===== src/rtl/tsr_pkg.sv =====
package tsr_pkg;
  typedef enum logic [1:0] {
    PIN_HOLD       = 2'b00,
    PIN_PHASE      = 2'b01,
    PIN_STREAM     = 2'b10,
    PIN_STREAM_ALT = 2'b11
  } pin_role_e;
endpackage


===== src/rtl/tsr_pin_sync.sv =====
module tsr_pin_sync #(
  parameter int STAGES = 2
) (
  input  logic clk,
  input  logic rst,
  input  logic pin_i,
  output logic level_o,
  output logic rise_o
);
  logic [STAGES-1:0] chain_q;
  logic              prev_q;

  always_ff @(posedge clk) begin
    if (rst) begin
      chain_q <= '0;
      prev_q  <= 1'b0;
    end else begin
      chain_q <= {chain_q[STAGES-2:0], pin_i};
      prev_q  <= chain_q[STAGES-1];
    end
  end

  assign level_o = chain_q[STAGES-1];
  assign rise_o  = chain_q[STAGES-1] & ~prev_q;
endmodule


===== src/rtl/tsr_timebase.sv =====
module tsr_timebase #(
  parameter int H_TOTAL = 858,
  parameter int V_TOTAL = 262,
  parameter int FIELDS  = 8,
  localparam int HW = $clog2(H_TOTAL),
  localparam int VW = $clog2(V_TOTAL),
  localparam int FW = $clog2(FIELDS)
) (
  input  logic          clk,
  input  logic          rst,
  input  logic          hold_i,
  output logic [HW-1:0] pix_o,
  output logic [VW-1:0] line_o,
  output logic [FW-1:0] field_o,
  output logic          fwrap_o
);
  localparam logic [HW-1:0] H_LAST = HW'(H_TOTAL - 1);
  localparam logic [VW-1:0] V_LAST = VW'(V_TOTAL - 1);
  localparam logic [FW-1:0] F_LAST = FW'(FIELDS - 1);

  logic [HW-1:0] h_q;
  logic [VW-1:0] v_q;
  logic [FW-1:0] f_q;
  logic          hwrap;

  assign hwrap   = !hold_i && (h_q == H_LAST);
  assign fwrap_o = hwrap && (v_q == V_LAST);

  always_ff @(posedge clk) begin
    if (rst) begin
      h_q <= '0;
      v_q <= '0;
    end else if (hold_i) begin
      h_q <= '0;
      v_q <= '0;
    end else if (hwrap) begin
      h_q <= '0;
      v_q <= (v_q == V_LAST) ? '0 : v_q + VW'(1);
    end else begin
      h_q <= h_q + HW'(1);
    end
  end

  always_ff @(posedge clk) begin
    if (rst)          f_q <= '0;
    else if (fwrap_o) f_q <= (f_q == F_LAST) ? '0 : f_q + FW'(1);
  end

  assign pix_o   = h_q;
  assign line_o  = v_q;
  assign field_o = f_q;

  assert_pix_step_R3: assert property (@(posedge clk) disable iff (rst)
    (!hold_i && h_q != H_LAST) |=> (h_q == $past(h_q) + HW'(1)));
  assert_field_keep_R6: assert property (@(posedge clk) disable iff (rst)
    !fwrap_o |=> $stable(f_q));
  assert_field_wrap_R6: assert property (@(posedge clk) disable iff (rst)
    (fwrap_o && f_q == F_LAST) |=> (f_q == '0));
endmodule


===== src/rtl/tsr_phase_acc.sv =====
module tsr_phase_acc #(
  parameter int PHASE_W = 32
) (
  input  logic               clk,
  input  logic               rst,
  input  logic               arm_i,
  input  logic               apply_i,
  input  logic [PHASE_W-1:0] freq_i,
  output logic [PHASE_W-1:0] phase_o
);
  logic [PHASE_W-1:0] phase_q;
  logic               pend_q;
  logic               fire;

  assign fire = pend_q && apply_i;

  always_ff @(posedge clk) begin
    if (rst) begin
      phase_q <= '0;
      pend_q  <= 1'b0;
    end else begin
      phase_q <= fire ? '0 : phase_q + freq_i;
      pend_q  <= arm_i || (pend_q && !apply_i);
    end
  end

  assign phase_o = phase_q;

  assert_phase_zero_R5: assert property (@(posedge clk) disable iff (rst)
    fire |=> (phase_q == '0));
  assert_pend_clear_R5: assert property (@(posedge clk) disable iff (rst)
    (fire && !arm_i) |=> !pend_q);
  assert_phase_add_R8: assert property (@(posedge clk) disable iff (rst)
    !fire |=> (phase_q == $past(phase_q) + $past(freq_i)));
endmodule


===== src/rtl/sd_timing_reset_ctrl.sv =====
module sd_timing_reset_ctrl
  import tsr_pkg::*;
#(
  parameter int H_TOTAL = 858,
  parameter int V_TOTAL = 262,
  parameter int FIELDS  = 8,
  parameter int PHASE_W = 32,
  parameter int SYNC_STAGES = 2,
  localparam int HW = $clog2(H_TOTAL),
  localparam int VW = $clog2(V_TOTAL),
  localparam int FW = $clog2(FIELDS)
) (
  input  logic               clk,
  input  logic               rst,
  input  logic               ctl_pin_i,
  input  logic [1:0]         role_i,
  input  logic [PHASE_W-1:0] freq_i,
  output logic [HW-1:0]      pix_o,
  output logic [VW-1:0]      line_o,
  output logic [FW-1:0]      field_o,
  output logic [PHASE_W-1:0] phase_o,
  output logic               stream_sel_o,
  output logic               stream_bit_o
);
  logic level, rise, hold, hold_act_q, fwrap, arm;
  logic sel_q, bit_q;

  tsr_pin_sync #(.STAGES(SYNC_STAGES)) u_sync (
    .clk(clk), .rst(rst), .pin_i(ctl_pin_i), .level_o(level), .rise_o(rise)
  );

  // hold starts only on an edge seen in hold role, then lasts while high
  assign hold = (role_i == PIN_HOLD) && level && (rise || hold_act_q);
  assign arm  = (role_i == PIN_PHASE) && rise;

  always_ff @(posedge clk) begin
    if (rst) begin
      hold_act_q <= 1'b0;
      sel_q      <= 1'b0;
      bit_q      <= 1'b0;
    end else begin
      hold_act_q <= hold;
      sel_q      <= role_i[1];
      bit_q      <= role_i[1] & level;
    end
  end

  tsr_timebase #(.H_TOTAL(H_TOTAL), .V_TOTAL(V_TOTAL), .FIELDS(FIELDS)) u_tb (
    .clk(clk), .rst(rst), .hold_i(hold),
    .pix_o(pix_o), .line_o(line_o), .field_o(field_o), .fwrap_o(fwrap)
  );

  tsr_phase_acc #(.PHASE_W(PHASE_W)) u_acc (
    .clk(clk), .rst(rst), .arm_i(arm), .apply_i(fwrap),
    .freq_i(freq_i), .phase_o(phase_o)
  );

  assign stream_sel_o = sel_q;
  assign stream_bit_o = bit_q;

  assert_hold_zero_R2: assert property (@(posedge clk) disable iff (rst)
    (role_i == PIN_HOLD && level && hold_act_q) |=> (pix_o == '0 && line_o == '0));
  assert_stream_off_R7: assert property (@(posedge clk) disable iff (rst)
    !role_i[1] |=> (!stream_sel_o && !stream_bit_o));
  assert_no_hold_phase_R9: assert property (@(posedge clk) disable iff (rst)
    (role_i == PIN_PHASE && pix_o != HW'(H_TOTAL - 1)) |=> (pix_o == $past(pix_o) + HW'(1)));
endmodule


===== config.mk =====
export PLATFORM = sky130hd
export DESIGN_NAME = sd_timing_reset_ctrl
export DESIGN_NICKNAME = d
export VERILOG_FILES = /design/src/rtl/tsr_pkg.sv /design/src/rtl/tsr_pin_sync.sv /design/src/rtl/tsr_timebase.sv /design/src/rtl/tsr_phase_acc.sv /design/src/rtl/sd_timing_reset_ctrl.sv
export SDC_FILE = /design/constraint.sdc
export NUM_CORES = 1
export LEC_CHECK = 0
export BUFFER_PORTS_ARGS = -buffer_cell sky130_fd_sc_hd__buf_2
export CAP_MARGIN = 20
export CORE_ASPECT_RATIO = 1.1
export CORE_MARGIN = 3
export CORE_UTILIZATION = 35
export DETAILED_ROUTE_END_ITERATION = 12
export PLACE_DENSITY = 0.63
export SYNTH_ARGS = -nofsm -noshare
export SYNTH_HDL_FRONTEND = slang
export SYNTH_SLANG_ARGS = --single-unit

===== constraint.sdc =====
create_clock -name clk -period 6.8 [get_ports clk]
set_input_delay 2.04 -clock clk [delete_from_list [all_inputs] [get_ports clk]]
set_output_delay 2.04 -clock clk [all_outputs]
set_load 0.005 [all_outputs]

==> impl_table.tex, run 1 <==
\begin{tabular}{lr}
\hline
Metric & Value \\
\hline
\multicolumn{2}{l}{\textbf{Status}} \\
\quad Run status & finished, final reports clean \\
\multicolumn{2}{l}{\textbf{Die}} \\
\quad Site Rows & 38 \\
\quad Area of the die & 11700 sq um \\
\quad Chip Height & 113 um \\
\quad Horizontal extent of the die & 104 um \\
\quad Area of the core & 10000 sq um \\
\quad Starting Density & 36.5\% \\
\quad I/O pin count & 93 \\
\multicolumn{2}{l}{\textbf{Critical path}} \\
\quad Worst path top cell family by delay & compound AO/OA/AOI/OAI gates \\
\quad Endpoint arrival time on the critical path & 4.58 ns \\
\quad Critical path class & in2reg \\
\quad Capture instance of the worst register-to-register path & u\_acc.phase\_o[26]\$\_SDFF\_PP0\_ \\
\quad Bufs and invs on worst path & 1 \\
\quad Delay of the slowest critical-path stage & 0.42 ns \\
\quad Worst flop-to-flop path startpoint & u\_acc.phase\_o[0]\$\_SDFF\_PP0\_ \\
\quad Peak fanout along the critical path & 4 \\
\quad R2R Setup Slk & 3.94 ns \\
\quad CP max stage cell & fa\_1 \\
\quad Cell Chain, Critical Path & buf\_2 > ha\_1 > fa\_1 > a21o\_1 > a221o\_1 > a211o\_1 > a21oi\_1 > o31ai\_1 > mux2i\_1 > o311ai\_1 \\
\quad Worst r2r path cells & 9 \\
\quad Setup crit start kind & primary input \\
\quad Endpoint type of the worst setup path & flip-flop \\
\quad Required time of the critical path & 7.02 ns \\
\multicolumn{2}{l}{\textbf{Synthesis}} \\
\quad Net count of the mapped netlist & 516 \\
\quad Asr flop ratio synth & 0\% \\
\quad Cell area after technology mapping & 3670 sq um \\
\quad Number of enable flip-flop cells after synthesis & 0 \\
\quad Mapped Cells & 441 \\
\quad Avg Inst Size Synth & 8.31 sq um \\
\quad Number of warning messages in the yosys log & 0 \\
\quad Top flip-flop cell by instance count after synthesis & dfxtp\_1 \\
\quad Fraction of the yosys area taken by sequential cells & 33.3\% \\
\quad Synth unique cells & 52 \\
\quad Number of storage elements in the synthesis netlist & 61 \\
\multicolumn{2}{l}{\textbf{Layout}} \\
\quad Top library cells by usage in the layout, fill and taps aside & buf\_2, nor2\_1, dfxtp\_1 \\
\quad Share of layout cells above drive strength 1 & 21.4\% \\
\quad Number of antenna cells inserted & 0 \\
\quad Signed area change from the synthesized netlist to the final layout & 22.0\% \\
\quad Commonest non-fill, non-tap cell in the layout & buf\_2 \\
\quad Multi-input gate area in the final layout & 2330 sq um \\
\quad Fillers & 1018 \\
\quad Post-layout net count & 603 \\
\quad Total area of sequential cells & 1220 sq um \\
\multicolumn{2}{l}{\textbf{Clock network}} \\
\quad Post-CTS Setup Bufs & 0 \\
\quad Number of sinks driven by the clock tree & 61 \\
\quad Clk Tree Root Cell & clkbuf\_8 \\
\quad Clock transition at the registers of the reported paths & 0.07 ns \\
\quad CTS tree & done \\
\quad Cts-stage hold buffer count & 0 \\
\quad Resized Gates After CTS & 0 \\
\quad Clock latency of the later-clocked register in the worst-skew pair & 0.34 ns \\
\quad Number of buffers between clock root and the deepest sink & 2 \\
\quad Total clock buffers created by CTS & 9 \\
\quad Depth of the CTS H-tree & 3 \\
\multicolumn{2}{l}{\textbf{Placement}} \\
\quad Placer congestion estimate & 0.871 \\
\quad Number of buffers added on ports & 92 \\
\quad Detailed placement HPWL & 7080 um \\
\quad Dpl ws & 2.06 ns \\
\multicolumn{2}{l}{\textbf{Routing}} \\
\quad Initial drt markers & 94 \\
\quad Highest metal layer with signal wires & met4 \\
\quad M1 WL & 4340 um \\
\quad Met3 routed wirelength & 640 um \\
\quad Via density per instance & 5.08 \\
\quad Antenna violation net count after detailed routing & 0 \\
\quad TritonRoute pass-1 iters & 9 \\
\quad Routed wire length & 9260 um \\
\quad Via Count & 3416 \\
\quad Met2 wire len & 4180 um \\
\quad Wire length per cell after detailed routing & 13.8 um \\
\quad DRC Markers & 0 \\
\multicolumn{2}{l}{\textbf{STA}} \\
\quad Final clock period utilization by the worst path & 64.1\% \\
\quad Clock Skews & 0.0103 ns \\
\quad Final critical delay including setup and external delays & 4.36 ns \\
\quad Final hold vios & 0 \\
\quad Setup repair after global routing missed its margin & no \\
\quad Post-Route Setup TNS & 0 ns \\
\quad Relative slew slack & 61.4\% \\
\quad Slew @ Worst Pin & 0.575 ns \\
\quad Final WS setup & 2.44 ns \\
\quad Final setup violation count & 0 \\
\quad Maximum clock rate & 229 MHz \\
\quad Number of pins exceeding their max-slew limit in the final report & 0 \\
\multicolumn{2}{l}{\textbf{Min path}} \\
\quad Hold Path Stages & 1 \\
\quad Kind of path behind the tightest hold check & reg2reg \\
\quad Hold wc startpoint & u\_sync.chain\_q[0]\$\_SDFF\_PP0\_ \\
\quad Endpoint of the worst hold path & u\_sync.chain\_q[1]\$\_SDFF\_PP0\_ \\
\multicolumn{2}{l}{\textbf{GRT}} \\
\quad First-pass GRT wire length & 15400 um \\
\quad Antenna violations before repair & 0 \\
\quad Vias in the first global route & 3278 \\
\quad Largest net degree at the start of global routing & 30 \\
\quad Overall overflow remaining after global route & 0 \\
\quad GRT Total Usage & 15.9\% \\
\multicolumn{2}{l}{\textbf{Power and ir drop}} \\
\quad Maximum ir drop on the vdd rail & 0.124 mV \\
\quad Power density cells & 375 nW/um\^{}2 \\
\quad Reported leakage power & 2.10 nW \\
\multicolumn{2}{l}{\textbf{Job}} \\
\quad Count of max-cap constraint violations & 0 \\
\hline
\end{tabular}
==> registers in the layout, indices dropped and copies added, names as in the netlist <==
signal,flops
u_acc.phase_o,32
u_tb.pix_o,10
u_tb.line_o,9
u_tb.field_o,3
u_sync.chain_q,2
hold_act_q,1
stream_bit_o,1
stream_sel_o,1
u_acc.pend_q,1
u_sync.prev_q,1
==> synthesized netlist by cell type, types with 9 or more instances <==
cell / count / area share [%]
nor2_1: 63 / 6.5
dfxtp_1: 61 / 33
ha_1: 37 / 13
nand2_1: 37 / 3.8
a21oi_1: 36 / 4.9
o21ai_0: 22 / 3.0
xnor2_1: 19 / 4.5
xor2_1: 17 / 4.1
nand3_1: 16 / 2.2
clkbuf_1: 14 / 1.4
inv_1: 13 / 1.3
a21o_1: 11 / 2.3
nand4_1: 9 / 1.5
nor3_1: 9 / 1.2
==> per-layer routing <==
layer | vias to the layer above | track usage (%)
met3 | 7 | 4.62
met5 | - | 0
met4 | 0 | 4.88
met2 | 109 | 26.4
met1 | 1562 | 20.0
li1 | 1738 | -
==> kinds of logic after synthesis <==
logic type               count (synthesis)  synth area share (%)
multiplexers                             5                  1.37
adder cells (fa/ha/maj)                 38                  13.2
AND/OR/NAND/NOR                        166                  21.7
AO/OA/AOI/OAI                          105                  18.7
XOR/XNOR                                36                  8.60
flip-flops                              61                  33.3
buffers and inverters                   30                  3.17
==> stage by stage <==
stage | power [mW] | std cells | hold WS [ns] | util, % | cell area, sq um
2_1_floorplan | 1.08 | 441 | 0.414 | - | 3670
3_3_place_gp | 1.29 | 656 | 0.418 | 42.2 | 4230
3_5_place_dp | 1.30 | 656 | 0.431 | 42.2 | 4230
4_1_cts | 1.68 | 672 | 0.446 | 44.5 | 4460
5_1_grt | 1.81 | 673 | 0.452 | 44.6 | 4470
6_report | 1.68 | 673 | 0.445 | 44.6 | 4470
==> area by class of cell <==
cell class	count	share of cell area (%)
flip-flops and latches	61	27.3
repair buffers	93	10.6
inverters	13	1.09
clock buffers	12	3.47
well taps	140	3.91
clock inverters	4	1.57
multi-input cells	350	52.0
==> where the power goes <==
part           internal (mW)  total [mW]  switching [mW]
logic                  0.351       0.818           0.466
registers              0.439       0.484          0.0448
clock network          0.225       0.374           0.149
total                   1.02        1.68           0.660
==> worst max path at each step <==
stage / startpoint / to / slack (ns) / cells after the start
2_1_floorplan: freq_i[0] / u_acc.phase_o[30]$_SDFF_PP0_ / 2.51 / 9
3_3_place_gp: freq_i[0] / u_acc.phase_o[26]$_SDFF_PP0_ / 2.16 / 10
3_5_place_dp: freq_i[0] / u_acc.phase_o[26]$_SDFF_PP0_ / 2.06 / 10
4_1_cts: freq_i[0] / u_acc.phase_o[26]$_SDFF_PP0_ / 2.44 / 10
5_1_grt: freq_i[0] / u_acc.phase_o[26]$_SDFF_PP0_ / 2.33 / 10
6_report: freq_i[0] / u_acc.phase_o[26]$_SDFF_PP0_ / 2.44 / 10
(Power assumes the default switching activity.)
==> run 2: changes to the inputs <==
- PLACE_DENSITY: 0.63 -> 0.65
- clock period: 6.8 -> 3.84 ns (I/O delays scaled with it)
==> run 2 against run 1 <==
First-iteration DRC count rose by 8.5%. Design area fell by 0.59%. Critical path depth did not move. Combinational power rose by 75%. Core utilization fell by 0.26 points. Power rose by 74%. Sequential cell count did not move. Die area did not move. Global-route usage rose by 0.31 points. Worst hold slack got worse by 0.00056 ns. Critical path type unchanged. Highest routed layer unchanged.
==> impl_table.tex, run 2 (synthesized netlist as in run 1, its figures left out) <==
\begin{tabular}{lr}
\hline
Metric & Value \\
\hline
\multicolumn{2}{l}{\textbf{Status}} \\
\quad Run status & finished, final reports clean \\
\multicolumn{2}{l}{\textbf{STA}} \\
\quad Post-Route Setup TNS & 0 ns (unchanged) \\
\quad Maximum clock rate & 293 MHz \\
\quad Final critical delay including setup and external delays & 3.42 ns \\
\quad Number of pins exceeding their max-slew limit in the final report & 0 (unchanged) \\
\quad Relative slew slack & 54.3\% (-7.1 points) \\
\quad Slew @ Worst Pin & 0.686 ns (+0.110 ns) \\
\quad Setup repair after global routing missed its margin & no \\
\quad Clock Skews & 0.00753 ns (-0.00273 ns) \\
\quad Final setup violation count & 0 (unchanged) \\
\quad Final clock period utilization by the worst path & 88.9\% \\
\quad Final hold vios & 0 (unchanged) \\
\quad Final WS setup & 0.425 ns (-2.01 ns) \\
\multicolumn{2}{l}{\textbf{Critical path}} \\
\quad Endpoint arrival time on the critical path & 3.63 ns (-0.95 ns) \\
\quad Cell Chain, Critical Path & buf\_2 > ha\_1 > fa\_1 > a21o\_1 > a221o\_1 > a211o\_1 > a21oi\_1 > o31ai\_1 > mux2i\_1 > o311ai\_1 \\
\quad Setup crit start kind & primary input \\
\quad Worst r2r path cells & 9 (unchanged) \\
\quad Required time of the critical path & 4.06 ns (-2.96 ns) \\
\quad Delay of the slowest critical-path stage & 0.42 ns (about the same) \\
\quad Endpoint type of the worst setup path & flip-flop \\
\quad CP max stage cell & fa\_1 \\
\quad Peak fanout along the critical path & 4 (unchanged) \\
\quad Critical path class & in2reg \\
\multicolumn{2}{l}{\textbf{Layout}} \\
\quad Flip-flop count of the largest register after layout & 32 (unchanged) \\
\quad Top library cells by usage in the layout, fill and taps aside & buf\_2, nor2\_1, dfxtp\_1 \\
\quad Fillers & 1031 (+1.3\%) \\
\quad Post-layout net count & 603 (unchanged) \\
\quad Share of layout cells above drive strength 1 & 21.2\% (-0.19 points) \\
\quad Number of antenna cells inserted & 0 (unchanged) \\
\quad Commonest non-fill, non-tap cell in the layout & buf\_2 \\
\quad Post-route design area & 4450 sq um (-0.59\%) \\
\quad Signed area change from the synthesized netlist to the final layout & 21.3\% \\
\multicolumn{2}{l}{\textbf{Power and ir drop}} \\
\quad Maximum ir drop on the vdd rail & 0.208 mV (+68\%) \\
\quad Power density cells & 654 nW/um\^{}2 (+75\%) \\
\quad Reported leakage power & 2.09 nW (-0.57\%) \\
\multicolumn{2}{l}{\textbf{Clock network}} \\
\quad Clock transition at the registers of the reported paths & 0.07 ns (about the same) \\
\quad Number of sinks driven by the clock tree & 61 (unchanged) \\
\quad Total clock buffers created by CTS & 9 (unchanged) \\
\quad Resized Gates After CTS & 0 (unchanged) \\
\quad Post-CTS Setup Bufs & 0 (unchanged) \\
\quad Clock latency of the later-clocked register in the worst-skew pair & 0.35 ns (about the same) \\
\quad Cts-stage hold buffer count & 0 (unchanged) \\
\quad Number of buffers between clock root and the deepest sink & 2 (unchanged) \\
\quad Clk Tree Root Cell & clkbuf\_8 \\
\quad Depth of the CTS H-tree & 3 (unchanged) \\
\quad CTS tree & done \\
\multicolumn{2}{l}{\textbf{GRT}} \\
\quad Overall overflow remaining after global route & 0 (unchanged) \\
\quad GRT Total Usage & 16.2\% (+0.31 points) \\
\quad Antenna violations before repair & 0 (unchanged) \\
\quad First-pass GRT wire length & 15700 um (+1.7\%) \\
\quad Largest net degree at the start of global routing & 18 (-40\%) \\
\quad Vias in the first global route & 3444 (+5.1\%) \\
\multicolumn{2}{l}{\textbf{Min path}} \\
\quad Hold Path Stages & 1 (unchanged) \\
\quad Kind of path behind the tightest hold check & reg2reg \\
\multicolumn{2}{l}{\textbf{Routing}} \\
\quad TritonRoute pass-1 iters & 4 (-5) \\
\quad Via density per instance & 5.09 (+0.23\%) \\
\quad Initial drt markers & 102 (+8.5\%) \\
\quad Routed wire length & 9090 um (-1.8\%) \\
\quad DRC Markers & 0 (unchanged) \\
\quad Wire length per cell after detailed routing & 13.5 um (-1.8\%) \\
\quad Antenna violation net count after detailed routing & 0 (unchanged) \\
\quad Via Count & 3424 (+0.23\%) \\
\multicolumn{2}{l}{\textbf{Job}} \\
\quad Count of max-cap constraint violations & 0 (unchanged) \\
\multicolumn{2}{l}{\textbf{Placement}} \\
\quad Placer congestion estimate & 0.859 (-1.3\%) \\
\quad Dpl ws & 0.0744 ns (-1.99 ns) \\
\quad Detailed placement HPWL & 7180 um (+1.4\%) \\
\quad Cell Area, Placed & 4240 sq um (+0.18\%) \\
\quad Number of buffers added on ports & 92 (unchanged) \\
\multicolumn{2}{l}{\textbf{Die}} \\
\quad Starting Density & 36.5\% (unchanged) \\
\quad Area of the core & 10000 sq um (unchanged) \\
\quad Area of the die & 11700 sq um (unchanged) \\
\quad I/O pin count & 93 (unchanged) \\
\quad Site Rows & 38 (unchanged) \\
\quad Chip Height & 113 um (unchanged) \\
\quad Horizontal extent of the die & 104 um (unchanged) \\
\hline
\end{tabular}
[run 2: changes by cell type in the layout (fill, tap and decap cells not counted), sizes merged]
cell / delta
clkbuf: -1
clkinv: +1
[run 2: per-stage QoR]
step / power, mW / cells / util, % / hold slack (ns)
floorplan: 1.90 / 441 / - / 0.414
global placement: 2.28 / 657 / 42.3 / 0.417
detailed placement: 2.30 / 657 / 42.3 / 0.431
CTS: 2.94 / 673 / 44.3 / 0.447
global route: 3.17 / 673 / 44.3 / 0.468
finish: 2.91 / 673 / 44.3 / 0.444
[run 2: cell type report]
cell class                      instances  area [sq um]  share of cell area, %
Tap cell                              140           175                   3.94
Clock buffer                           11           131                   2.95
Timing Repair Buffer                   93           468                   10.5
Inverter                               13          48.8                   1.10
Sequential cell                        61          1220                   27.5
Clock inverter                          5          75.1                   1.69
Multi-Input combinational cell        350          2330                   52.3
[run 2: final timing paths]
kind,slack (ns),start,to
hold reg to reg,0.44,u_sync.chain_q[0]$_SDFF_PP0_,u_sync.chain_q[1]$_SDFF_PP0_
setup / recovery,0.42,freq_i[0],u_acc.phase_o[26]$_SDFF_PP0_
hold / removal,0.44,u_sync.chain_q[0]$_SDFF_PP0_,u_sync.chain_q[1]$_SDFF_PP0_
setup reg to reg,1.03,u_acc.phase_o[0]$_SDFF_PP0_,u_acc.phase_o[26]$_SDFF_PP0_
[run 2: critical path: cells and delay by family]
kind | cells | cell delay, ns
AO/OA/AOI/OAI | 6 | 1.57
adder cells (fa/ha/maj) | 2 | 0.65
multiplexers | 1 | 0.16
buffers and inverters | 1 | 0.10
[run 2: power by group]
group          switching (mW)  internal [mW]  leakage (nW)
Clock                   0.259          0.362         0.107
Sequential             0.0789          0.778         0.502
Combinational           0.811          0.621          1.48
Total                    1.15           1.76          2.09
[run 2: layer usage]
layer	global-route usage, %	up-vias	part of all wire [%]
met2	27.7	84	48
met3	5.31	13	6.1
li1	-	1745	-
met4	6.91	0	1.9
met1	18.6	1582	44
met5	0	-	0
==> run 3: changes to the inputs <==
--- a/config.mk
+++ b/config.mk
@@ -12,6 +12,7 @@
 export CORE_UTILIZATION = 35
 export DETAILED_ROUTE_END_ITERATION = 12
-export PLACE_DENSITY = 0.65
+export PLACE_DENSITY = 0.64
 export SYNTH_ARGS = -nofsm -noshare
 export SYNTH_HDL_FRONTEND = slang
+export SYNTH_HIERARCHICAL = 1
 export SYNTH_SLANG_ARGS = --single-unit
==> constraint.sdc (replaced) <==
create_clock -name clk -period 3.84 [get_ports clk]
set_input_delay 1.152 -clock clk [delete_from_list [all_inputs] [get_ports clk]]
set_output_delay 1.152 -clock clk [all_outputs]
set_load 0.02 [all_outputs]
==> run 3 against run 2 <==
Via count rose by 4.4%. Die area rose by 5.3%. Clock-buffer cell count fell by 1. Design area rose by 7.2%. Wire length rose by 6.7%. Maximum frequency rose by 3.7%. Worst hold slack got worse by 0.0011 ns. Final cell count rose by 2.7%. Worst setup slack improved by 0.12 ns. Synthesized area rose by 5.6%. Core utilization rose by 0.69 points. Clock power rose by 49%. Critical endpoint is now u_acc/phase_o[30]$_SDFF_PP0_. Largest power group unchanged.
==> impl_table.tex, run 3 <==
\begin{tabular}{lr}
\hline
Metric & Value \\
\hline
\multicolumn{2}{l}{\textbf{Status}} \\
\quad Run status & finished, final reports clean \\
\multicolumn{2}{l}{\textbf{Clock network}} \\
\quad Total clock buffers created by CTS & 9 (unchanged) \\
\quad Clk Tree Root Cell & clkbuf\_16 \\
\quad Clock transition at the registers of the reported paths & 0.06 ns (about the same) \\
\quad Post-CTS Setup Bufs & 0 (unchanged) \\
\quad Resized Gates After CTS & 0 (unchanged) \\
\quad CTS tree & done \\
\quad Clock latency of the later-clocked register in the worst-skew pair & 0.34 ns (about the same) \\
\quad Cts-stage hold buffer count & 0 (unchanged) \\
\quad Number of sinks driven by the clock tree & 61 (unchanged) \\
\quad Number of buffers between clock root and the deepest sink & 2 (unchanged) \\
\quad Depth of the CTS H-tree & 3 (unchanged) \\
\multicolumn{2}{l}{\textbf{Critical path}} \\
\quad CP max stage cell & fa\_1 \\
\quad Endpoint type of the worst setup path & flip-flop \\
\quad Peak fanout along the critical path & 4 (unchanged) \\
\quad Endpoint arrival time on the critical path & 3.51 ns (-0.12 ns) \\
\quad Critical path class & in2reg \\
\quad Delay of the slowest critical-path stage & 0.40 ns (-0.02 ns) \\
\quad R2R Setup Slk & 1.16 ns (+0.13 ns) \\
\quad Required time of the critical path & 4.06 ns (about the same) \\
\quad Cell Chain, Critical Path & buf\_2 > ha\_1 > fa\_1 > a21o\_2 > a221o\_1 > nand4\_2 > a31oi\_4 > a311oi\_4 > o21ai\_2 > mux2\_4 \\
\quad Setup crit start kind & primary input \\
\multicolumn{2}{l}{\textbf{Die}} \\
\quad Starting Density & 36.5\% (about the same) \\
\quad Chip Height & 116 um (+2.6\%) \\
\quad Site Rows & 39 (+2.6\%) \\
\quad Horizontal extent of the die & 106 um (+2.6\%) \\
\quad Area of the core & 10600 sq um (+5.6\%) \\
\quad Area of the die & 12400 sq um (+5.3\%) \\
\quad I/O pin count & 93 (unchanged) \\
\multicolumn{2}{l}{\textbf{Layout}} \\
\quad Final standard cell utilization of the core & 45.0\% (+0.69 points) \\
\quad Share of layout cells above drive strength 1 & 23.9\% (+2.7 points) \\
\quad Filler-free cell count of the finished design & 691 (+2.7\%) \\
\quad Top library cells by usage in the layout, fill and taps aside & buf\_2, dfxtp\_1, nor2\_1 \\
\quad Post-layout net count & 618 (+2.5\%) \\
\quad Post-route design area & 4770 sq um (+7.2\%) \\
\quad Signed area change from the synthesized netlist to the final layout & 23.2\% \\
\quad Flip-flop count of the largest register after layout & 32 (unchanged) \\
\quad Number of antenna cells inserted & 0 (unchanged) \\
\quad Commonest non-fill, non-tap cell in the layout & buf\_2 \\
\multicolumn{2}{l}{\textbf{GRT}} \\
\quad First-pass GRT wire length & 16300 um (+4.0\%) \\
\quad GRT Total Usage & 16.4\% (+0.23 points) \\
\quad Largest net degree at the start of global routing & 17 (-1) \\
\quad Overall overflow remaining after global route & 0 (unchanged) \\
\quad Antenna violations before repair & 0 (unchanged) \\
\quad Vias in the first global route & 3520 (+2.2\%) \\
\multicolumn{2}{l}{\textbf{STA}} \\
\quad Maximum clock rate & 304 MHz (+3.7\%) \\
\quad Setup repair after global routing missed its margin & no \\
\quad Slew @ Worst Pin & 0.566 ns (-0.120 ns) \\
\quad Number of pins exceeding their max-slew limit in the final report & 0 (unchanged) \\
\quad Post-Route Setup TNS & 0 ns (unchanged) \\
\quad Final hold vios & 0 (unchanged) \\
\quad Final WS setup & 0.546 ns (+0.121 ns) \\
\quad Final critical delay including setup and external delays & 3.29 ns (-0.121 ns) \\
\quad Relative slew slack & 62.0\% (+7.7 points) \\
\quad Final-layout worst hold slack & 0.443 ns (-0.00112 ns) \\
\quad Final setup violation count & 0 (unchanged) \\
\quad Final clock period utilization by the worst path & 85.8\% (-3.2 points) \\
\quad Clock Skews & 0.00893 ns (+0.00140 ns) \\
\multicolumn{2}{l}{\textbf{Synthesis}} \\
\quad Asr flop ratio synth & 0\% (unchanged) \\
\quad Most area-consuming cells after synthesis & dfxtp\_1, ha\_1, a21oi\_1, nor2\_1, nand2\_1 \\
\quad Most instantiated library cell after synthesis & dfxtp\_1 \\
\quad Synth unique cells & 72 (+38\%) \\
\quad Cell taking the most area after synthesis & dfxtp\_1 \\
\quad Fraction of the yosys area taken by sequential cells & 31.6\% (-1.8 points) \\
\quad Number of enable flip-flop cells after synthesis & 0 (unchanged) \\
\quad Synth cell count leaders & dfxtp\_1, nor2\_1, nand2\_1 \\
\quad Top flip-flop cell by instance count after synthesis & dfxtp\_1 \\
\quad Cell area after technology mapping & 3870 sq um (+5.6\%) \\
\quad Avg Inst Size Synth & 8.51 sq um (+2.3\%) \\
\quad Mapped Cells & 455 (+3.2\%) \\
\quad Number of warning messages in the yosys log & 6 (+6) \\
\quad Area share of the largest cell type after synthesis & 31.6\% (-1.8 points) \\
\quad Number of storage elements in the synthesis netlist & 61 (unchanged) \\
\quad Net count of the mapped netlist & 530 (+2.7\%) \\
\multicolumn{2}{l}{\textbf{Routing}} \\
\quad Via density per instance & 5.17 (+1.7\%) \\
\quad Via Count & 3574 (+4.4\%) \\
\quad Routed wire length & 9700 um (+6.7\%) \\
\quad DRC Markers & 0 (unchanged) \\
\quad TritonRoute pass-1 iters & 4 (unchanged) \\
\quad Initial drt markers & 247 (+140\%) \\
\quad Wire length per cell after detailed routing & 14.0 um (+3.9\%) \\
\quad Antenna violation net count after detailed routing & 0 (unchanged) \\
\multicolumn{2}{l}{\textbf{Placement}} \\
\quad Dpl ws & 0.188 ns (+0.114 ns) \\
\quad Cell Area, Placed & 4430 sq um (+4.4\%) \\
\quad Number of placed cells counting well taps & 675 (+2.7\%) \\
\quad Number of buffers added on ports & 92 (unchanged) \\
\quad Detailed placement HPWL & 7490 um (+4.4\%) \\
\quad Placer congestion estimate & 0.874 (+1.7\%) \\
\multicolumn{2}{l}{\textbf{Power and ir drop}} \\
\quad Maximum ir drop on the vdd rail & 0.263 mV (+27\%) \\
\quad Internal power & 2.09 mW (+18\%) \\
\quad Sw Ratio & 40.4\% (+0.92 points) \\
\quad Post-route total power & 3.50 mW (+20\%) \\
\quad Power density cells & 734 nW/um\^{}2 (+12\%) \\
\quad Clock group share of total power & 26.5\% (+5.2 points) \\
\quad Switching pwr & 1.41 mW (+23\%) \\
\quad Reg power frac & 24.4\% (-5.0 points) \\
\quad Reported leakage power & 2.20 nW (+5.4\%) \\
\quad Combinational share of power & 49.1\% (about the same) \\
\multicolumn{2}{l}{\textbf{Job}} \\
\quad Count of max-cap constraint violations & 0 (unchanged) \\
\multicolumn{2}{l}{\textbf{Min path}} \\
\quad Kind of path behind the tightest hold check & reg2reg \\
\hline
\end{tabular}
[run 3: cell families after synthesis]
| logic type | Yosys count | share of synthesized area, % |
|---|---|---|
| AO/OA/AOI/OAI | 123 | 22.1 |
| adder cells (fa/ha/maj) | 38 | 12.5 |
| AND/OR/NAND/NOR | 166 | 21.5 |
| flip-flops | 61 | 31.6 |
| buffers and inverters | 30 | 3.75 |
| XOR/XNOR | 35 | 7.92 |
| multiplexers | 2 | 0.647 |
[run 3: layer usage]
metal / global-route usage [%] / wire (um) / vias to the layer above
met4: 6.74 / 190 / 0
met2: 27.5 / 4500 / 108
met5: 0 / 0 / -
li1: - / - / 1824
met3: 5.47 / 788 / 23
met1: 19.4 / 4220 / 1619
[run 3: layout make-up]
cell class                      count  area, sq um
Clock inverter                      6          111
Multi-Input combinational cell    364         2500
Clock buffer                       10          229
Timing Repair Buffer               94          475
Fill cell                        1051         5820
Inverter                           13         48.8
Sequential cell                    61         1220
Tap cell                          143          179
[run 3: critical path: cells and delay by family]
kind / cells / cell delay (ns)
compound gates: 5 / 1.18
fa+ha+maj: 2 / 0.63
buf+inv: 1 / 0.10
mux: 1 / 0.29
simple gates: 1 / 0.15
[run 3: worst paths after layout]
path | cells after the start | from | endpoint
min reg2reg | 1 | u_sync/chain_q[0]$_SDFF_PP0_ | u_sync/chain_q[1]$_SDFF_PP0_
max | 10 | freq_i[0] | u_acc/phase_o[30]$_SDFF_PP0_
max reg2reg | 9 | u_acc/phase_o[0]$_SDFF_PP0_ | u_acc/phase_o[30]$_SDFF_PP0_
min | 1 | u_sync/chain_q[0]$_SDFF_PP0_ | u_sync/chain_q[1]$_SDFF_PP0_
[run 3: power by group through the flow]
stage / combinational, mW / clock (mW) / sequential (mW)
final: 1.72 / 0.927 / 0.855
after global routing: 1.90 / 0.976 / 0.874
after CTS: 1.71 / 0.953 / 0.858
after detailed placement: 1.70 / 0 / 0.871
after global placement: 1.69 / 0 / 0.864
after floorplan: 1.15 / 0 / 1.04
